===== src/rtl/vdma_pkg.sv =====
package vdma_pkg;

    typedef enum logic [2:0] {
        SEL_SRC_HI = 3'd0,
        SEL_SRC_LO = 3'd1,
        SEL_DST_HI = 3'd2,
        SEL_DST_LO = 3'd3,
        SEL_CTRL   = 3'd4
    } vdma_sel_e;

    typedef enum logic {
        MODE_BULK = 1'b0,
        MODE_LINE = 1'b1
    } vdma_mode_e;

endpackage


===== src/rtl/vdma_addr_regs.sv =====
// Source and destination block pointers. Byte writes are folded into
// full-width images so that the forced-zero low bits fall out naturally.
module vdma_addr_regs
    import vdma_pkg::*;
#(
    parameter int ADDR_W    = 16,
    parameter int VRAM_W    = 13,
    parameter int OFS_W     = 4,
    localparam int SRC_BLK_W = ADDR_W - OFS_W,
    localparam int DST_BLK_W = VRAM_W - OFS_W
) (
    input  logic                 clk,
    input  logic                 rst_n,
    input  logic                 reg_wr,
    input  logic [2:0]           reg_sel,
    input  logic [7:0]           reg_wdata,
    input  logic                 lock,
    input  logic                 advance,
    output logic [SRC_BLK_W-1:0] src_blk,
    output logic [DST_BLK_W-1:0] dst_blk,
    output logic                 dst_last
);

    typedef struct packed {
        logic [SRC_BLK_W-1:0] src;
        logic [DST_BLK_W-1:0] dst;
    } ptr_t;

    ptr_t ptr_d, ptr_q;
    logic [ADDR_W-1:0] src_img;
    logic [ADDR_W-1:0] dst_img;

    always_comb begin
        ptr_d   = ptr_q;
        src_img = {ptr_q.src, {OFS_W{1'b0}}};
        dst_img = {{(ADDR_W-VRAM_W){1'b0}}, ptr_q.dst, {OFS_W{1'b0}}};
        if (advance) begin
            ptr_d.src = ptr_q.src + 1'b1;
            ptr_d.dst = ptr_q.dst + 1'b1;
        end else if (reg_wr && !lock) begin
            case (vdma_sel_e'(reg_sel))
                SEL_SRC_HI: src_img[ADDR_W-1 -: 8] = reg_wdata;
                SEL_SRC_LO: src_img[7:0]           = reg_wdata;
                SEL_DST_HI: dst_img[ADDR_W-1 -: 8] = reg_wdata;
                SEL_DST_LO: dst_img[7:0]           = reg_wdata;
                default: ;
            endcase
            ptr_d.src = src_img[ADDR_W-1:OFS_W];
            ptr_d.dst = dst_img[VRAM_W-1:OFS_W];
        end
    end

    always_ff @(posedge clk or negedge rst_n) begin
        if (!rst_n) begin
            ptr_q <= '0;
        end else begin
            ptr_q <= ptr_d;
        end
    end

    assign src_blk  = ptr_q.src;
    assign dst_blk  = ptr_q.dst;
    assign dst_last = &ptr_q.dst;

endmodule


===== src/rtl/vdma_engine.sv =====
// Transfer sequencer: mode, remaining count, beat counter and halt.
module vdma_engine
    import vdma_pkg::*;
#(
    parameter int LEN_W         = 7,
    parameter int BEATS         = 8,
    parameter int LINE_W        = 8,
    parameter int VISIBLE_LINES = 144,
    localparam int BEAT_W = (BEATS > 1) ? $clog2(BEATS) : 1
) (
    input  logic              clk,
    input  logic              rst_n,
    input  logic              ctrl_wr,
    input  logic [7:0]        ctrl_wdata,
    input  logic              hblank,
    input  logic [LINE_W-1:0] line_num,
    input  logic              dst_last,
    output logic              copying,
    output logic [BEAT_W-1:0] beat,
    output logic              blk_done,
    output logic              active,
    output logic [LEN_W-1:0]  remain
);

    typedef struct packed {
        logic              active;
        vdma_mode_e        mode;
        logic              copying;
        logic [BEAT_W-1:0] beat;
        logic [LEN_W-1:0]  remain;
    } eng_t;

    eng_t eng_d, eng_q;
    logic last_beat;
    logic line_ok;

    assign last_beat = eng_q.copying && (eng_q.beat == BEAT_W'(BEATS - 1));
    assign line_ok   = line_num < LINE_W'(VISIBLE_LINES);

    always_comb begin
        eng_d = eng_q;
        if (eng_q.copying) begin
            eng_d.beat = eng_q.beat + 1'b1;
            if (last_beat) begin
                eng_d.beat = '0;
                if (eng_q.remain == '0 || dst_last) begin
                    eng_d.active  = 1'b0;
                    eng_d.copying = 1'b0;
                    eng_d.remain  = '1;
                end else begin
                    eng_d.remain  = eng_q.remain - 1'b1;
                    eng_d.copying = (eng_q.mode == MODE_BULK);
                end
            end
        end else if (ctrl_wr) begin
            if (!eng_q.active) begin
                eng_d.active  = 1'b1;
                eng_d.mode    = vdma_mode_e'(ctrl_wdata[7]);
                eng_d.remain  = ctrl_wdata[LEN_W-1:0];
                eng_d.beat    = '0;
                eng_d.copying = !ctrl_wdata[7];
            end else if (!ctrl_wdata[7]) begin
                // idle-while-active only happens in line mode: stop it
                eng_d.active = 1'b0;
            end
        end else if (eng_q.active && hblank && line_ok) begin
            eng_d.copying = 1'b1;
            eng_d.beat    = '0;
        end
    end

    always_ff @(posedge clk or negedge rst_n) begin
        if (!rst_n) begin
            eng_q <= '{active: 1'b0, mode: MODE_BULK, copying: 1'b0,
                       beat: '0, remain: '1};
        end else begin
            eng_q <= eng_d;
        end
    end

    assign copying  = eng_q.copying;
    assign beat     = eng_q.beat;
    assign blk_done = last_beat;
    assign active   = eng_q.active;
    assign remain   = eng_q.remain;

endmodule


===== src/rtl/vram_block_dma.sv =====
module vram_block_dma
    import vdma_pkg::*;
#(
    parameter int ADDR_W        = 16,
    parameter int VRAM_W        = 13,
    parameter int VRAM_TAG      = 4,
    parameter int BLOCK_BYTES   = 16,
    parameter int BUS_BYTES     = 2,
    parameter int LEN_W         = 7,
    parameter int LINE_W        = 8,
    parameter int VISIBLE_LINES = 144,
    localparam int OFS_W     = $clog2(BLOCK_BYTES),
    localparam int LANE_W    = $clog2(BUS_BYTES),
    localparam int BEATS     = BLOCK_BYTES / BUS_BYTES,
    localparam int BEAT_W    = (BEATS > 1) ? $clog2(BEATS) : 1,
    localparam int TAG_W     = ADDR_W - VRAM_W,
    localparam int SRC_BLK_W = ADDR_W - OFS_W,
    localparam int DST_BLK_W = VRAM_W - OFS_W,
    localparam int DATA_W    = BUS_BYTES * 8
) (
    input  logic              clk,
    input  logic              rst_n,
    input  logic              reg_wr,
    input  logic [2:0]        reg_sel,
    input  logic [7:0]        reg_wdata,
    output logic [7:0]        ctrl_rd,
    input  logic              hblank,
    input  logic [LINE_W-1:0] line_num,
    output logic              cpu_halt,
    output logic              mem_rd_en,
    output logic [ADDR_W-1:0] mem_rd_addr,
    input  logic [DATA_W-1:0] mem_rd_data,
    output logic              mem_wr_en,
    output logic [ADDR_W-1:0] mem_wr_addr,
    output logic [DATA_W-1:0] mem_wr_data
);

    logic [SRC_BLK_W-1:0] src_blk;
    logic [DST_BLK_W-1:0] dst_blk;
    logic                 dst_last;
    logic                 copying;
    logic [BEAT_W-1:0]    beat;
    logic                 blk_done;
    logic                 active;
    logic [LEN_W-1:0]     remain;
    logic                 ctrl_wr;

    assign ctrl_wr = reg_wr && (vdma_sel_e'(reg_sel) == SEL_CTRL);

    vdma_addr_regs #(
        .ADDR_W (ADDR_W),
        .VRAM_W (VRAM_W),
        .OFS_W  (OFS_W)
    ) u_regs (
        .clk       (clk),
        .rst_n     (rst_n),
        .reg_wr    (reg_wr),
        .reg_sel   (reg_sel),
        .reg_wdata (reg_wdata),
        .lock      (active),
        .advance   (blk_done),
        .src_blk   (src_blk),
        .dst_blk   (dst_blk),
        .dst_last  (dst_last)
    );

    vdma_engine #(
        .LEN_W         (LEN_W),
        .BEATS         (BEATS),
        .LINE_W        (LINE_W),
        .VISIBLE_LINES (VISIBLE_LINES)
    ) u_eng (
        .clk        (clk),
        .rst_n      (rst_n),
        .ctrl_wr    (ctrl_wr),
        .ctrl_wdata (reg_wdata),
        .hblank     (hblank),
        .line_num   (line_num),
        .dst_last   (dst_last),
        .copying    (copying),
        .beat       (beat),
        .blk_done   (blk_done),
        .active     (active),
        .remain     (remain)
    );

    // control readback: top bit is "not running", remaining count below
    always_comb begin
        ctrl_rd = '1;
        ctrl_rd[7] = !active;
        ctrl_rd[LEN_W-1:0] = remain;
    end

    assign cpu_halt    = copying;
    assign mem_rd_en   = copying;
    assign mem_wr_en   = copying;
    assign mem_rd_addr = {src_blk, beat, {LANE_W{1'b0}}};
    assign mem_wr_addr = {TAG_W'(VRAM_TAG), dst_blk, beat, {LANE_W{1'b0}}};
    assign mem_wr_data = mem_rd_data;

endmodule


===== config.mk =====
export PLATFORM = sky130hd
export DESIGN_NAME = vram_block_dma
export DESIGN_NICKNAME = d
export VERILOG_FILES = /design/src/rtl/vdma_pkg.sv /design/src/rtl/vdma_addr_regs.sv /design/src/rtl/vdma_engine.sv /design/src/rtl/vram_block_dma.sv
export SDC_FILE = /design/constraint.sdc
export NUM_CORES = 1
export LEC_CHECK = 0
export ABC_CLOCK_PERIOD_IN_PS = 3650
export CAP_MARGIN = 40
export CORE_UTILIZATION = 47
export CTS_CLUSTER_DIAMETER = 50
export DETAILED_ROUTE_END_ITERATION = 6
export PLACE_DENSITY = 0.86
export REMOVE_ABC_BUFFERS = 1
export SYNTH_ARGS = -nofsm -noshare
export SYNTH_HDL_FRONTEND = slang
export SYNTH_HIERARCHICAL = 1
export SYNTH_SLANG_ARGS = --single-unit

===== constraint.sdc =====
create_clock -name clk -period 3.65 [get_ports clk]
set_input_delay 0.73 -clock clk [delete_from_list [all_inputs] [get_ports clk]]
set_output_delay 0.73 -clock clk [all_outputs]
set_load 0.03 [all_outputs]

# --- After elaboration in Yosys (flattened, before gate mapping) ---
# Cells that the tools add are included.
totals:
  register_bits: 34
  in_bits: 39
  output_inout_bits: 59
op_classes:
  add_sub_neg: 4
  n_lt_le_gt_ge: 1
  n_eq_ne: 9
  n_mux: 20
  n_bitwise: 3
  reduce_logical: 26
ops:
  columns: ["cell", "n"]
  rows:
  - ["$mux W21", 2]
  - ["$mux W8", 3]
  - ["$mux W11", 2]
  - ["$mux W7", 2]
  - ["$add A12 B1 Y12 const B", 1]
  - ["$mux W12", 1]
  - ["$reduce_bool A2 Y1", 6]
  - ["$reduce_and A2 Y1", 5]
  - ["$add A9 B1 Y9 const B", 1]
  - ["$reduce_and A3 Y1", 3]
  - ["$reduce_and A9 Y1", 1]
  - ["$lt A8 B8 Y1 const B", 1]
  - ["$mux W4", 2]
  - ["$logic_not A7 Y1", 1]
  - ["$sub A7 B1 Y7 const B", 1]
  - ["$eq A3 B2 Y1 const B", 2]
  - ["$eq A3 B3 Y1 const B", 2]
  - ["$mux W1", 6]
  - ["$ne A2 B2 Y1 const B", 3]
  - ["$logic_and A1 B1 Y1", 5]
  - ["$mux W5", 1]
  - ["$add A3 B1 Y3 const B", 1]
  - ["$eq A3 B1 Y1 const B", 1]
  - ["$logic_not A3 Y1", 1]
  - ["other kinds (6)", 9]

# --- Logic depth before layout (Yosys ltp) ---
# Gate-level depths: netlist of run 1.
logic_depth:
  depth_word: 5
  mapped_depth: 9
  mapped_depth_nobuf: 9

# --- Cells and area by module ---
# The synthesis of run 1 kept the hierarchy.
by_module_without_submodules:
  columns: ["mod", "n_inst", "cells_per_inst", "area_each_um2"]
  rows:
  - ["vdma_addr_regs", 1, 146, 1335.0]
  - ["vdma_engine", 1, 94, 868.3]
  - ["vram_block_dma", 1, 30, 219.0]

# --- Worst setup path before layout of run 1 ---
# Ideal clock, no wire load.
synth_path:
  path_type: "register to register"
  startpoint: "register u_eng.eng_q (netlist bit u_eng/beat[0])"
  endpoint: "register u_regs.ptr_q (netlist bit u_regs/src_blk[7])"
  setup_time_ps: 119
  t_arrival_ps: 1963
  path_slack_ps: 1568
  path_stages_with_launch: 9
  path_buffers: 0
  path_cell_list: "dfrtp_1 -> ha_1 -> ha_1 -> nand2_1 -> clkinv_1 -> inv_2 -> nand3_1 -> o22a_1 -> o21a_1"
synth_between:
  elab_chain_cells: 4
synth_lines:
  columns: ["item", "line", "rtl"]
  rows:
  - ["from (decl)", "vdma_engine.sv:33", "eng_t eng_d, eng_q;"]
  - ["from (signal assigned)", "vdma_engine.sv:74", "eng_q <= '{active: 1'b0, mode: MODE_BULK, copying: 1'b0,"]
  - ["from (signal assigned)", "vdma_engine.sv:77", "eng_q <= eng_d;"]
  - ["$eq A3 B3 Y1 *", "vdma_engine.sv:37", "assign last_beat = eng_q.copying && (eng_q.beat == BEAT_W'(BEATS - 1));"]
  - ["$logic_and A1 B1 Y1 *", "vdma_engine.sv:37", null]
  - ["net blk_done", "vram_block_dma.sv:43", "logic blk_done;"]
  - ["$reduce_bool A2 Y1 (no source line)", null, null]
  - ["$reduce_and A2 Y1 (no source line)", null, null]
  - ["to (signal assigned)", "vdma_addr_regs.sv:57", "ptr_q <= ptr_d;"]
  - ["to (decl)", "vdma_addr_regs.sv:29", "ptr_t ptr_d, ptr_q;"]
# Mark *: on every way through the listed nets, which the timed path passes. The rest lies on a longest branch.
# A chain may end at the register's enable or synchronous reset.

# --- Worst setup path after layout of run 1 ---
layout_path:
  startpoint: "register u_eng.eng_q (netlist bit u_eng/beat[0])"
  endpoint: "register u_regs.ptr_q (netlist bit u_regs/src_blk[4])"
# The elaborated chain is that of the path after synthesis.

==> results.cfg, run 1 <==
[cts]
cts.sinks = 34
post_cts_buffers = 0
clk_pin_slew_worst_paths_ns = 0.07
htreeDepth = 2
insertion_delay_ns = 0.29
numCtsBuffers = 5
cts_hold_buf = 0
clockBufferDepth = 2
cts_root_buf = clkbuf_8
tritoncts = done
cts_resized = 0

[critical_path]
crit_path_max_fanout = 18
cp_data_required_time_ns = 3.83
cp-start-kind = flop
worst_setup_path_end_kind = flop
crit_arrival_ns = 2.93
crit_type = flop to flop
reg2regPathDepth = 8

[timing]
slew_viol_final = 0
max_clock_freq_ghz = 0.364
slew_headroom = 0.514
hold_viol = 0
rsz0062_at_grt = false
fin_tns_setup_ns = 0
min_period_over_period = 0.753
tightest_slew_ns = 0.723
setup_viol = 0
fin_crit_ns = 2.75
clock_skew_ns = 0.00948

[yosys]
yosysSeqAreaShare = 0.355
synthCells = 270
synth.distinct_cells = 52
synth_warnings = 6
synth.area.top_cells = dfrtp_1 (28%), buf_4 (11%), dfstp_2 (7.6%), mux2i_1 (6.6%), nand2_1 (4.8%)
synth_top_area_cell = dfrtp_1
synthesis.area_sq_um = 2420
synth.most_common_cell = buf_4
synth_edf_count = 0
postSynth.asyncResetShare = 1.00
yosys-top-cells-count = buf_4 (37), nand2_1 (31), dfrtp_1 (27), mux2i_1 (16)
ys_ff_latch = 34
avgSynthCellArea_sq_um = 8.97
synth_top_area_frac = 0.279
synth_ff_type = dfrtp_1

[place]
dp.cells = 356
hpwl_um = 4390
portBuffers = 56
gp_congestion = 0.905

[global_route]
globalRoute.totalOverflow = 0
antenna_found_initial = 0
grt_use_total = 0.244
grt_first_pass_wirelength_um = 9850
grt_max_degree = 35
grt_pass1_vias = 1939

[detailed_routing]
drtPass1Iterations = 5
routedWlPerCell_um = 16.8
wl_um = 6120
ant_nets = 0
vias = 2169
drc = 0
drt_iter0_drc = 212
via_per_inst = 5.96

[min_path]
holdCritPathClass = flop to flop
whs_path_depth = 2

[floorplan]
ios = 98
start_util = 0.500
rows = 25
core_area_sq_um = 4850
fp.dieArea_sq_um = 5440
die_x_um = 73.8
die_y_um = 73.8

[power]
powerDensity_nw_per_um2 = 863
power.leakage_uw = 0.00118
peakVddDrop_v = 0.000535

[cells_and_area]
stdcell_count = 364
layout.nets = 342
fillers = 435
drive_gt1_frac = 0.0842
area_growth_pct = 18.8
antenna_cells = 0

[outcome]
status = complete, no violations

[run]
max_cap_viol_count = 0
cell usage in the layout, fill, tap and decap left out, types with 2 or more instances in the layout:
cell	count
clkdlybuf4s50_1	56
a41oi_1	2
a31oi_1	2
o22ai_1	4
a21oi_1	11
dfrtp_1	27
o211ai_1	2
a32oi_1	2
nor4_1	2
nand2_1	31
nor2b_1	4
clkbuf_1	3
and2_1	2
ha_1	7
nor3b_1	3
and3_2	2
dfstp_2	7
inv_1	11
xnor2_1	7
a221oi_1	2
and3_1	4
buf_4	2
o21ai_0	15
o31a_1	2
nor2_1	7
clkbuf_8	5
conb_1	5
nor3_1	8
a21o_1	3
nand3_1	15
nand4_1	3
a211oi_1	4
mux2i_1	16
critical path, cell delays in order (launching register included):
cell,delay [ns]
dfrtp_1,0.42
ha_1,0.22
ha_1,0.24
nand2_1,0.25
clkinv_1,0.46
inv_2,0.35
nand3_1,0.29
o22ai_1,0.23
o21ba_1,0.16
flip-flops by register name, summed over array words and instances (netlist names):
signal          flops
u_regs/dst_blk      9
u_eng/active        1
u_regs/src_blk     12
u_eng/remain        7
u_eng/eng_q         1
u_eng/copying       1
u_eng/beat          3
metrics by stage:
stage                     total power [uW]  setup slack (ns)   util  hold slack [ns]  area (sq um)
after CTS                             2480             0.946  0.593            0.483          2880
after global routing                  2640             0.726  0.593            0.503          2880
after detailed placement              2200             0.807  0.577            0.466          2800
final                                 2480             0.902  0.593            0.488          2880
after global placement                2160             0.864  0.577            0.457          2800
after floorplan                       1640             0.698      -            0.434          2140
area by class of cell:
type                       count  area, sq um  area share
inverter                      13         48.8      0.0170
tap                           67         83.8      0.0291
multi-input combinational    184         1230       0.427
clock buffer                   8         80.1      0.0278
sequential                    34          860       0.299
timing repair buffer          58          576       0.200
per-layer routing:
metal	up-vias	GRT usage	wire length [um]
li1	977	-	-
met4	0	0.0812	82
met3	13	0.0905	665
met1	1045	0.320	2620
met2	134	0.370	2750
met5	-	0.0101	0
path summary, 6_finish.rpt:
kind / slack [ns] / endpoint / start
worst max-delay path: 0.90 / u_regs/src_blk[4] / u_eng/beat[0]
worst min-delay path: 0.49 / u_eng/eng_q[11] / u_eng/eng_q[11]
worst max register to register: 0.90 / u_regs/src_blk[4] / u_eng/beat[0]
worst min register to register: 0.49 / u_eng/eng_q[11] / u_eng/eng_q[11]
max in group asynchronous: 2.46 / u_eng/remain[6] / rst_n
min in group asynchronous: 0.84 / u_regs/dst_blk[6] / rst_n
logic make-up after synthesis:
family	after synthesis	synth area share
and+or+nand+nor	87	0.192
buffers and inverters	55	0.143
muxes	16	0.0661
xor gates and xnor gates	8	0.0289
AOI/OAI and AO/OA	61	0.177
other	2	0.00310
DFF	34	0.355
adders and majority gates	7	0.0362
where the power goes:
group	total [uW]	switching (uW)	internal (uW)
registers	827	253	574
logic	1380	786	597
clock network	272	137	136
Note: power is estimated with default switching activity, not from simulation.
==> inputs of run 2 (changes only) <==
--- a/config.mk
+++ b/config.mk
@@ -5,12 +5,12 @@
 export SDC_FILE = /design/constraint.sdc
 export NUM_CORES = 1
 export LEC_CHECK = 0
-export ABC_CLOCK_PERIOD_IN_PS = 3650
+export ABC_CLOCK_PERIOD_IN_PS = 2900
 export CAP_MARGIN = 40
-export CORE_UTILIZATION = 47
+export CORE_UTILIZATION = 44
 export CTS_CLUSTER_DIAMETER = 50
 export DETAILED_ROUTE_END_ITERATION = 6
-export PLACE_DENSITY = 0.86
+export PLACE_DENSITY = 0.81
 export REMOVE_ABC_BUFFERS = 1
 export SYNTH_ARGS = -nofsm -noshare
 export SYNTH_HDL_FRONTEND = slang
==> constraint.sdc (replaced) <==
create_clock -name clk -period 2.9 [get_ports clk]
set_input_delay 0.58 -clock clk [delete_from_list [all_inputs] [get_ports clk]]
set_output_delay 0.58 -clock clk [all_outputs]
set_load 0.03 [all_outputs]
==> run 2 against run 1 <==
Register-to-register slack got worse by 0.63 ns. Non-clock buffer count increased by 3. Clock-buffer cell count is 2 lower. Sequential power rose by 26%. Core utilization shrank 2.4 points. Clock power up 100%. First-iteration DRC count fell by 34%. Critical path depth unchanged. Worst setup slack lost 0.63 ns. Flip-flop and latch count unchanged. Routed wire length rose by 1.3%. Sequential share of layout area shrank 0.90 points. Highest routed layer unchanged.
==> results.cfg, run 2 (same netlist as run 1, synthesis figures left out) <==
[cells_and_area]
mostFrequentLayoutCells = clkdlybuf4s50_1 (56), nand2_1 (31), dfrtp_1 (27)
fin_util = 0.570
fillers = 479
drive_gt1_frac = 0.103
largest_reg_flops = 12
regArea_sq_um = 860
mostFrequentLayoutCell = clkdlybuf4s50_1
antenna_cells = 0
area_growth_pct = 22.4
final_area_sq_um = 2970
layout.nets = 345
multi_input_area_sq_um = 1230

[place]
placed_cell_area_sq_um = 2820
portBuffers = 56
place_ws_ns = 0.363
hpwl_um = 4490
gp_congestion = 0.895

[timing]
min_period_over_period = 0.905
clock_skew_ns = 0.00732
hold_viol = 0
tightest_slew_ns = 0.674
rsz0062_at_grt = false
slew_viol_final = 0
max_clock_freq_ghz = 0.381
setup_viol = 0
slew_headroom = 0.546
fin_crit_ns = 2.63
fin_ws_ns = 0.275

[cts]
insertion_delay_ns = 0.29
clk_pin_slew_worst_paths_ns = 0.08
post_cts_buffers = 0
cts_root_buf = clkbuf_8
numCtsBuffers = 5
cts.sinks = 34
htreeDepth = 2
clockBufferDepth = 2
cts_resized = 0
tritoncts = done
cts_hold_buf = 0

[global_route]
grt_use_total = 0.221
grt_max_degree = 35
globalRoute.totalOverflow = 0
grt_first_pass_wirelength_um = 10100
grt_pass1_vias = 2038
antenna_found_initial = 0

[floorplan]
core_area_sq_um = 5200
start_util = 0.465
die_y_um = 76.2
rows = 26
die_x_um = 76.2
ios = 98
fp.dieArea_sq_um = 5810

[detailed_routing]
ant_nets = 0
vias = 2164
wl_um = 6190
drtPass1Iterations = 5
via_per_inst = 5.85
routedWlPerCell_um = 16.7
drc = 0
drt_iter0_drc = 140

[power]
powerDensity_nw_per_um2 = 1130
power.leakage_uw = 0.00123
peakVddDrop_v = 0.000536
p_total_uw = 3340

[critical_path]
path_buf_inv = 2
path_cells = ha_1 > ha_1 > nand2_1 > clkinv_1 > inv_2 > nand3_1 > o22ai_1 > o21ba_1
cp-start-kind = flop
crit_path_max_fanout = 12
crit_type = flop to flop
crit_arrival_ns = 2.81
cp_common_cell = ha_1
critPathMaxStageDelay_ns = 0.42
worst_setup_path_end_kind = flop
path_delay_family = buffers and inverters
cp_data_required_time_ns = 3.09
cp_slowest_cell = dfrtp_1

[run]
max_cap_viol_count = 0

[min_path]
holdCritPathClass = flop to flop

[outcome]
status = complete, no violations
-- run 2: cell count changes in the layout (fill, tap and decap cells not counted) --
| cell | before | now |
|---|---|---|
| buf_4 | 2 | 5 |
| bufinv_16 | 0 | 2 |
| clkbuf_1 | 3 | 0 |
| clkbuf_8 | 5 | 6 |
-- run 2: area by class of cell --
cell class	instances	share of cell area
clock buffers	6	0.0278
clock inverters	2	0.0203
multi-input cells	184	0.414
inverters	13	0.0165
well taps	70	0.0295
flip-flops and latches	34	0.290
repair buffers	61	0.202
-- run 2: worst paths after layout --
| path | cells past startpoint | slack (ns) | end | from |
|---|---|---|---|---|
| setup / recovery | 8 | 0.27 | u_regs/src_blk[4] | u_eng/beat[0] |
| hold / removal | 2 | 0.51 | u_eng/eng_q[11] | u_eng/eng_q[11] |
| setup reg to reg | 8 | 0.27 | u_regs/src_blk[4] | u_eng/beat[0] |
| hold reg to reg | 2 | 0.51 | u_eng/eng_q[11] | u_eng/eng_q[11] |
| max in group asynchronous | 2 | 1.85 | u_eng/remain[6] | rst_n |
| min in group asynchronous | 2 | 0.71 | u_regs/dst_blk[1] | rst_n |
-- run 2: power breakdown --
group / switching (uW) / internal [uW]
clock network: 183 / 367
registers: 318 / 722
logic: 991 / 757
total: 1490 / 1850
-- run 2: worst min-delay path, stage by stage (launching register included) --
cell     delay, ns
dfrtp_1       0.36
nand2_1       0.06
nand2_1       0.06
-- run 2: routing by layer --
layer,GRT usage,part of all wire,up-vias,wire [um]
met5,0.0182,0,-,0
met4,0.0712,0.021,0,131
met3,0.0850,0.11,18,651
met2,0.342,0.46,130,2860
met1,0.282,0.41,1025,2560
li1,-,-,991,-
-- run 2: stage by stage --
step	cells	TNS, ns	hold slack (ns)
2_1_floorplan	231	-0.129	0.284
3_3_place_gp	362	0	0.459
3_5_place_dp	362	0	0.481
4_1_cts	370	0	0.499
5_1_grt	370	0	0.511
6_report	370	0	0.513
